`config.mk`:
```
export PLATFORM = sky130hd
export DESIGN_NAME = prio_tree_arb
export DESIGN_NICKNAME = d
export VERILOG_FILES = /design/src/rtl/prio_tree_pkg.sv /design/src/rtl/prio_slot_arb.sv /design/src/rtl/prio_cfg_reg.sv /design/src/rtl/prio_tree_arb.sv
export SDC_FILE = /design/constraint.sdc
export NUM_CORES = 1
export LEC_CHECK = 0
export ABC_AREA = 1
export BUFFER_PORTS_ARGS = -buffer_cell sky130_fd_sc_hd__clkbuf_2
export CORE_MARGIN = 2
export CORE_UTILIZATION = 55
export DETAILED_ROUTE_END_ITERATION = 7
export PLACE_DENSITY = 0.75
export SYNTH_ARGS = -nofsm -noshare
export SYNTH_HDL_FRONTEND = slang
export SYNTH_HIERARCHICAL = 1
export SYNTH_SLANG_ARGS = --single-unit
```
`constraint.sdc`:
```
create_clock -name clk -period 8 [get_ports clk]
set_input_delay 0.8 -clock clk [delete_from_list [all_inputs] [get_ports clk]]
set_output_delay 0.8 -clock clk [all_outputs]
set_load 0.02 [all_outputs]
```
`src/rtl/prio_tree_pkg.sv`:
```
package prio_tree_pkg;

    // Structure of the arbitration tree
    localparam int SLOTS   = 6;                 // inputs per arbiter
    localparam int MID_N   = SLOTS - 2;         // rotating middle slots
    localparam int GROUPS  = 6;                 // first-level arbiters
    localparam int ARBS    = GROUPS + 1;        // plus the final arbiter
    localparam int SRC_N   = 32;                // interrupt sources
    localparam int IDX_W   = $clog2(SRC_N);
    localparam int POS_W   = $clog2(SLOTS);
    localparam int SEL_W   = $clog2(MID_N);
    localparam int CFG_W   = ARBS + ARBS * SEL_W;
    localparam int G0_SRCS = 4;                 // sources on group 0 (middle slots)

    typedef logic [CFG_W-1:0] cfg_t;
    localparam cfg_t CFG_RESET = cfg_t'((1 << ARBS) - 1);

    typedef struct packed {
        logic             rot;
        logic [SEL_W-1:0] sel;
    } arb_ctl_t;

    typedef struct packed {
        logic             vld;
        logic [POS_W-1:0] pos;
    } grant_t;

    // Control fields of arbiter a inside the packed word
    function automatic arb_ctl_t ctl_of(cfg_t c, int a);
        arb_ctl_t r;
        r.rot = c[a];
        r.sel = c[ARBS + SEL_W * a +: SEL_W];
        return r;
    endfunction

    // Slot that holds priority rank r (0 = highest) for a given select value
    function automatic logic [POS_W-1:0] slot_at(logic [SEL_W-1:0] sel, int r);
        int v;
        if (r == 0)
            v = 0;
        else if (r == SLOTS - 1)
            v = SLOTS - 1;
        else
            v = 1 + ((r - 1 + int'(sel)) % MID_N);
        return POS_W'(v);
    endfunction

    function automatic logic is_mid(logic [POS_W-1:0] p);
        return (p >= POS_W'(1)) && (p <= POS_W'(MID_N));
    endfunction

    // Select value that puts middle slot p last: start the order after p
    function automatic logic [SEL_W-1:0] sel_after(logic [POS_W-1:0] p);
        return SEL_W'(int'(p) % MID_N);
    endfunction

    // Does slot p of group g carry a source
    function automatic logic slot_used(int g, int p);
        int s;
        if (g == 0)
            return (p >= 1) && (p <= G0_SRCS);
        s = G0_SRCS + SLOTS * (g - 1) + p;
        return s < SRC_N;
    endfunction

    // Source number wired to slot p of group g
    function automatic int src_of(int g, int p);
        if (g == 0)
            return p - 1;
        return G0_SRCS + SLOTS * (g - 1) + p;
    endfunction

endpackage

```
`src/rtl/prio_slot_arb.sv`:
```
module prio_slot_arb
    import prio_tree_pkg::*;
(
    input  logic [SLOTS-1:0] req,
    input  logic [SEL_W-1:0] sel,
    output grant_t           gnt
);

    // Walk ranks from lowest to highest so the highest-ranked live slot is kept
    always_comb begin
        gnt = '0;
        for (int r = SLOTS - 1; r >= 0; r--) begin
            if (req[slot_at(sel, r)]) begin
                gnt.vld = 1'b1;
                gnt.pos = slot_at(sel, r);
            end
        end
    end

endmodule

```
`src/rtl/prio_cfg_reg.sv`:
```
module prio_cfg_reg
    import prio_tree_pkg::*;
(
    input  logic             clk,
    input  logic             rst,
    input  logic             wr_en,
    input  cfg_t             wr_data,
    input  logic             adv_en,
    input  logic [POS_W-1:0] grp,       // winning group (also final slot)
    input  logic [POS_W-1:0] grp_pos,   // slot granted inside that group
    output cfg_t             cfg_q
);

    cfg_t cfg_n;

    always_comb begin
        cfg_n = cfg_q;
        if (wr_en) begin
            cfg_n = wr_data;
        end else if (adv_en) begin
            for (int a = 0; a < GROUPS; a++) begin
                if (grp == POS_W'(a) && ctl_of(cfg_q, a).rot && is_mid(grp_pos))
                    cfg_n[ARBS + SEL_W * a +: SEL_W] = sel_after(grp_pos);
            end
            if (ctl_of(cfg_q, GROUPS).rot && is_mid(grp))
                cfg_n[ARBS + SEL_W * GROUPS +: SEL_W] = sel_after(grp);
        end
    end

    always_ff @(posedge clk) begin
        if (rst)
            cfg_q <= CFG_RESET;
        else
            cfg_q <= cfg_n;
    end

    // word leaving reset holds the reset pattern
    a_r1_reset_value: assert property (@(posedge clk)
        $fell(rst) |-> cfg_q == CFG_RESET);

    // a write always lands, even alongside an advance
    a_r6_write_lands: assert property (@(posedge clk) disable iff (rst)
        (!$past(rst) && $past(wr_en)) |-> cfg_q == $past(wr_data));

    // nothing moves without a write or an advance
    a_r9_hold_idle: assert property (@(posedge clk) disable iff (rst)
        (!$past(rst) && !$past(wr_en) && !$past(adv_en)) |-> $stable(cfg_q));

    // rotation never touches mode bits
    a_r8_mode_kept: assert property (@(posedge clk) disable iff (rst)
        (!$past(rst) && !$past(wr_en)) |-> cfg_q[ARBS-1:0] == $past(cfg_q[ARBS-1:0]));

endmodule

```
`src/rtl/prio_tree_arb.sv`:
```
module prio_tree_arb
    import prio_tree_pkg::*;
(
    input  logic             clk,
    input  logic             rst,
    input  logic [SRC_N-1:0] req,
    input  logic             cfg_we,
    input  logic [CFG_W-1:0] cfg_wdata,
    output logic [CFG_W-1:0] cfg_rdata,
    input  logic             ack,
    output logic             win_valid,
    output logic [IDX_W-1:0] win_idx
);

    cfg_t             cfg_q;
    logic [SLOTS-1:0] grp_req [GROUPS];
    grant_t           grp_gnt [GROUPS];
    logic [SLOTS-1:0] top_req;
    grant_t           top_gnt;
    logic [POS_W-1:0] win_pos;

    // First level: wire sources onto slots and arbitrate each group
    for (genvar g = 0; g < GROUPS; g++) begin : g_grp
        for (genvar p = 0; p < SLOTS; p++) begin : g_slot
            if (slot_used(g, p)) begin : g_wired
                assign grp_req[g][p] = req[src_of(g, p)];
            end else begin : g_tied
                assign grp_req[g][p] = 1'b0;
            end
        end

        prio_slot_arb u_arb (
            .req (grp_req[g]),
            .sel (ctl_of(cfg_q, g).sel),
            .gnt (grp_gnt[g])
        );

        assign top_req[g] = grp_gnt[g].vld;
    end

    // Second level
    prio_slot_arb u_final (
        .req (top_req),
        .sel (ctl_of(cfg_q, GROUPS).sel),
        .gnt (top_gnt)
    );

    // Winning slot inside the winning group and its source number
    always_comb begin
        win_pos = '0;
        win_idx = '0;
        for (int g = 0; g < GROUPS; g++) begin
            if (top_gnt.pos == POS_W'(g)) begin
                win_pos = grp_gnt[g].pos;
                for (int p = 0; p < SLOTS; p++) begin
                    if (slot_used(g, p) && grp_gnt[g].pos == POS_W'(p))
                        win_idx = IDX_W'(src_of(g, p));
                end
            end
        end
    end

    assign win_valid = top_gnt.vld;

    prio_cfg_reg u_cfg (
        .clk     (clk),
        .rst     (rst),
        .wr_en   (cfg_we),
        .wr_data (cfg_wdata),
        .adv_en  (ack & top_gnt.vld),
        .grp     (top_gnt.pos),
        .grp_pos (win_pos),
        .cfg_q   (cfg_q)
    );

    assign cfg_rdata = cfg_q;

    // valid flag tracks the request vector
    a_r2_valid_any: assert property (@(posedge clk) disable iff (rst)
        win_valid == (req != '0));

    // the reported source is really requesting
    a_r2_winner_live: assert property (@(posedge clk) disable iff (rst)
        win_valid |-> req[win_idx]);

endmodule

```
==> metrics <==
R2R cell count=34; CTS Root Cell=clkbuf_8; post-CTS setup buffers=0; layout cells sized above 1=about a fifth; commonest non-fill, non-tap cell in the layout=nand2_1; LEAKAGE=between 3 and 4 nW; WS Path Type=flip-flop to output pin; synthesis-to-layout area growth=9.31%; Placed Area=approximately 5500 um^2; Max Buffers Root-to-Sink=2; gpl congestion=between 0.9 and 1; Synth Area per Inst=roughly 5.4 um^2; Crit. End Element=output pin; routed len/inst=roughly 11 um; Worst VDD drop=approximately 0.098 mV; Mapped Cells=roughly 940; Yosys top cell by area=nand2_1; initial drt markers=between 300 and 400; crit path time final=between 5 and 6 ns; placed cells=about 1100; initial antenna violation count=0; area of the core=just under 9000 um^2; vias in the first global route=4852; gr ovfl total=0; global-route usage over all layers=about a quarter; Fin Setup TNS=0 ns; first-pass GRT wire length=~21000 um; antenna cells=0; synthesized area=~5000 um^2; Skew-Pair Late Insertion Delay=roughly 0.27 ns; Initial Util=about 57%; Slew headroom=between 30% and 40%; slowest stage cell, crit path=a21oi_1; ys flop type=dfxtp_1; Hold Path Stages=2; Die H=99.8 um; Finish-stage setup viols=0; Max-Cap Viols=0; Largest Register=u_cfg/cfg_q; Via-to-Cell Ratio=a little over 5; Synth cell types=32; nets=1102; crit share post-route=about three quarters; most frequent cells in the layout=371 x nand2_1, 116 x inv_1, 102 x nand3_1; Worst path most repeated cell=nand2_1; CTS HTree Levels=1; clock sink total=21; Resized Gates After CTS=0; Die Wd=99.8 um; via count=between 5000 and 6000; # DRC=0; Ys Warns=6; RSZ-0062 raised after global routing=false; fill count=~950; die area=9950 um^2; max-slew violations=0; biggest regs=u_cfg/cfg_q: 21 flops; sequential-to-total area share from yosys stat=between 8 and 9%; design area=approximately 5500 um^2; Finished Core Util=between 60 and 70%; share of the synthesized area in the top cell type=about 28%; Pwr Density=roughly 140 nW/um^2; # hold bufs at CTS=0; number of synthesized flops with an enable pin=0; Synth async-reset ratio=0%; Hold Crit Class=flip-flop to flip-flop; CTS tree=built; Final Hold Fails=0; CP max stage delay=0.77 ns; Reg clk slew, reported paths=approximately 0.07 ns; Num CTS Buffers=3; Worst Path Max Fanout=15; CP required=7.20 ns; wirelength, routed=~12000 um; startpoint class of the critical path=flip-flop; IO Pins=84; Synth area leaders=nand2_1 28%, nand3_1 10%, inv_1 8.6%, dfxtp_1 8.3%, ha_1 6.9%; worst path arrival time=between 5 and 6 ns; post-route ant nets=0; status=finished, final reports clean; largest net degree at the start of global routing=29; final std cells w/o fill=about 1100; I/O Buffers=83; max FFs per register=21; DRT Pass-1 Iters=5; Slew @ Worst Pin=between 1 and 1.5 ns; dpl hpwl=just over 10000 um; Synth Register Bits=21; Max Fclk=approximately 170 MHz; Std-Cell Rows=34; Max Clock Skew=approximately 0.0038 ns
## metrics by stage
stage / hold WS [ns] / worst slack, ns / total power [mW]
floorplan: 0.549 / 3.23 / 0.611
global placement: 0.479 / 2.59 / 0.718
detailed placement: 0.484 / 2.42 / 0.720
CTS: 0.496 / 2.11 / 0.793
global route: 0.507 / 1.57 / 0.879
finish: 0.499 / 2.06 / 0.795
## where the power goes
group	leakage [nW]	switching [mW]	internal (mW)
Sequential	0.173	0.0208	0.113
Combinational	2.87	0.390	0.199
Clock	0.0228	0.0363	0.0356
## critical path: cells and delay by family, from the launching register on
family                     cells  cell delay [ns]
and+or+nand+nor               17             1.69
AOI/OAI and AO/OA              4             1.04
buffers and inverters          6             1.02
DFF                            1             0.62
adders and majority gates      1             0.48
## synth_stat cells (2+ instances only)
cell      instances
buf_6             7
buf_4            10
ha_1             28
nor2_2            3
inv_1           116
o211ai_1          7
buf_2             2
o21ai_1          17
a21oi_2           7
nand4_1           3
nor3_2            7
o21ai_2          19
nor2_1           39
nor2_4            6
o21a_1            8
a21oi_1          38
nand2_1         371
nand2_2          28
nor3_1            8
o21ai_0          27
nand3_1         102
nand3b_1          8
inv_2            30
a21boi_2          6
a21oi_4           6
dfxtp_1          21
nand2_4           9
## cell families (layout without fill, tap and decap cells)
family	after synthesis	after routing	synth area share, %
buffers and inverters	166	233	14.2
AOI/OAI and AO/OA	136	136	18.3
and+or+nand+nor	586	586	52.1
other	1	12	0.0744
DFF	21	21	8.34
adders and majority gates	28	28	6.95
## final timing paths
kind	start	endpoint	slack [ns]
worst min-delay path	u_cfg/cfg_q[2]$_SDFFE_PP1P_	u_cfg/cfg_q[2]$_SDFFE_PP1P_	0.50
worst max register to register	u_cfg/cfg_q[7]$_SDFFE_PP0P_	u_cfg/cfg_q[9]$_SDFFE_PP0P_	2.46
worst max-delay path	u_cfg/cfg_q[7]$_SDFFE_PP0P_	win_idx[1]	2.06
worst min register to register	u_cfg/cfg_q[2]$_SDFFE_PP1P_	u_cfg/cfg_q[2]$_SDFFE_PP1P_	0.50
## cell type report
class | instances | area [um^2] | share of cell area (%)
Inverter | 146 | 548 | 9.94
Clock buffer | 4 | 45.0 | 0.817
Sequential cell | 21 | 420 | 7.63
Timing Repair Buffer | 83 | 415 | 7.54
Multi-Input combinational cell | 762 | 3950 | 71.6
Tap cell | 108 | 135 | 2.45
## layer usage
layer  track usage, %  routed length [um]
met5                0                   0
met4             3.37                  70
met2             39.7                5320
met1             36.2                6130
met3             2.53                 790
Note: power is estimated with default switching activity, not from simulation.
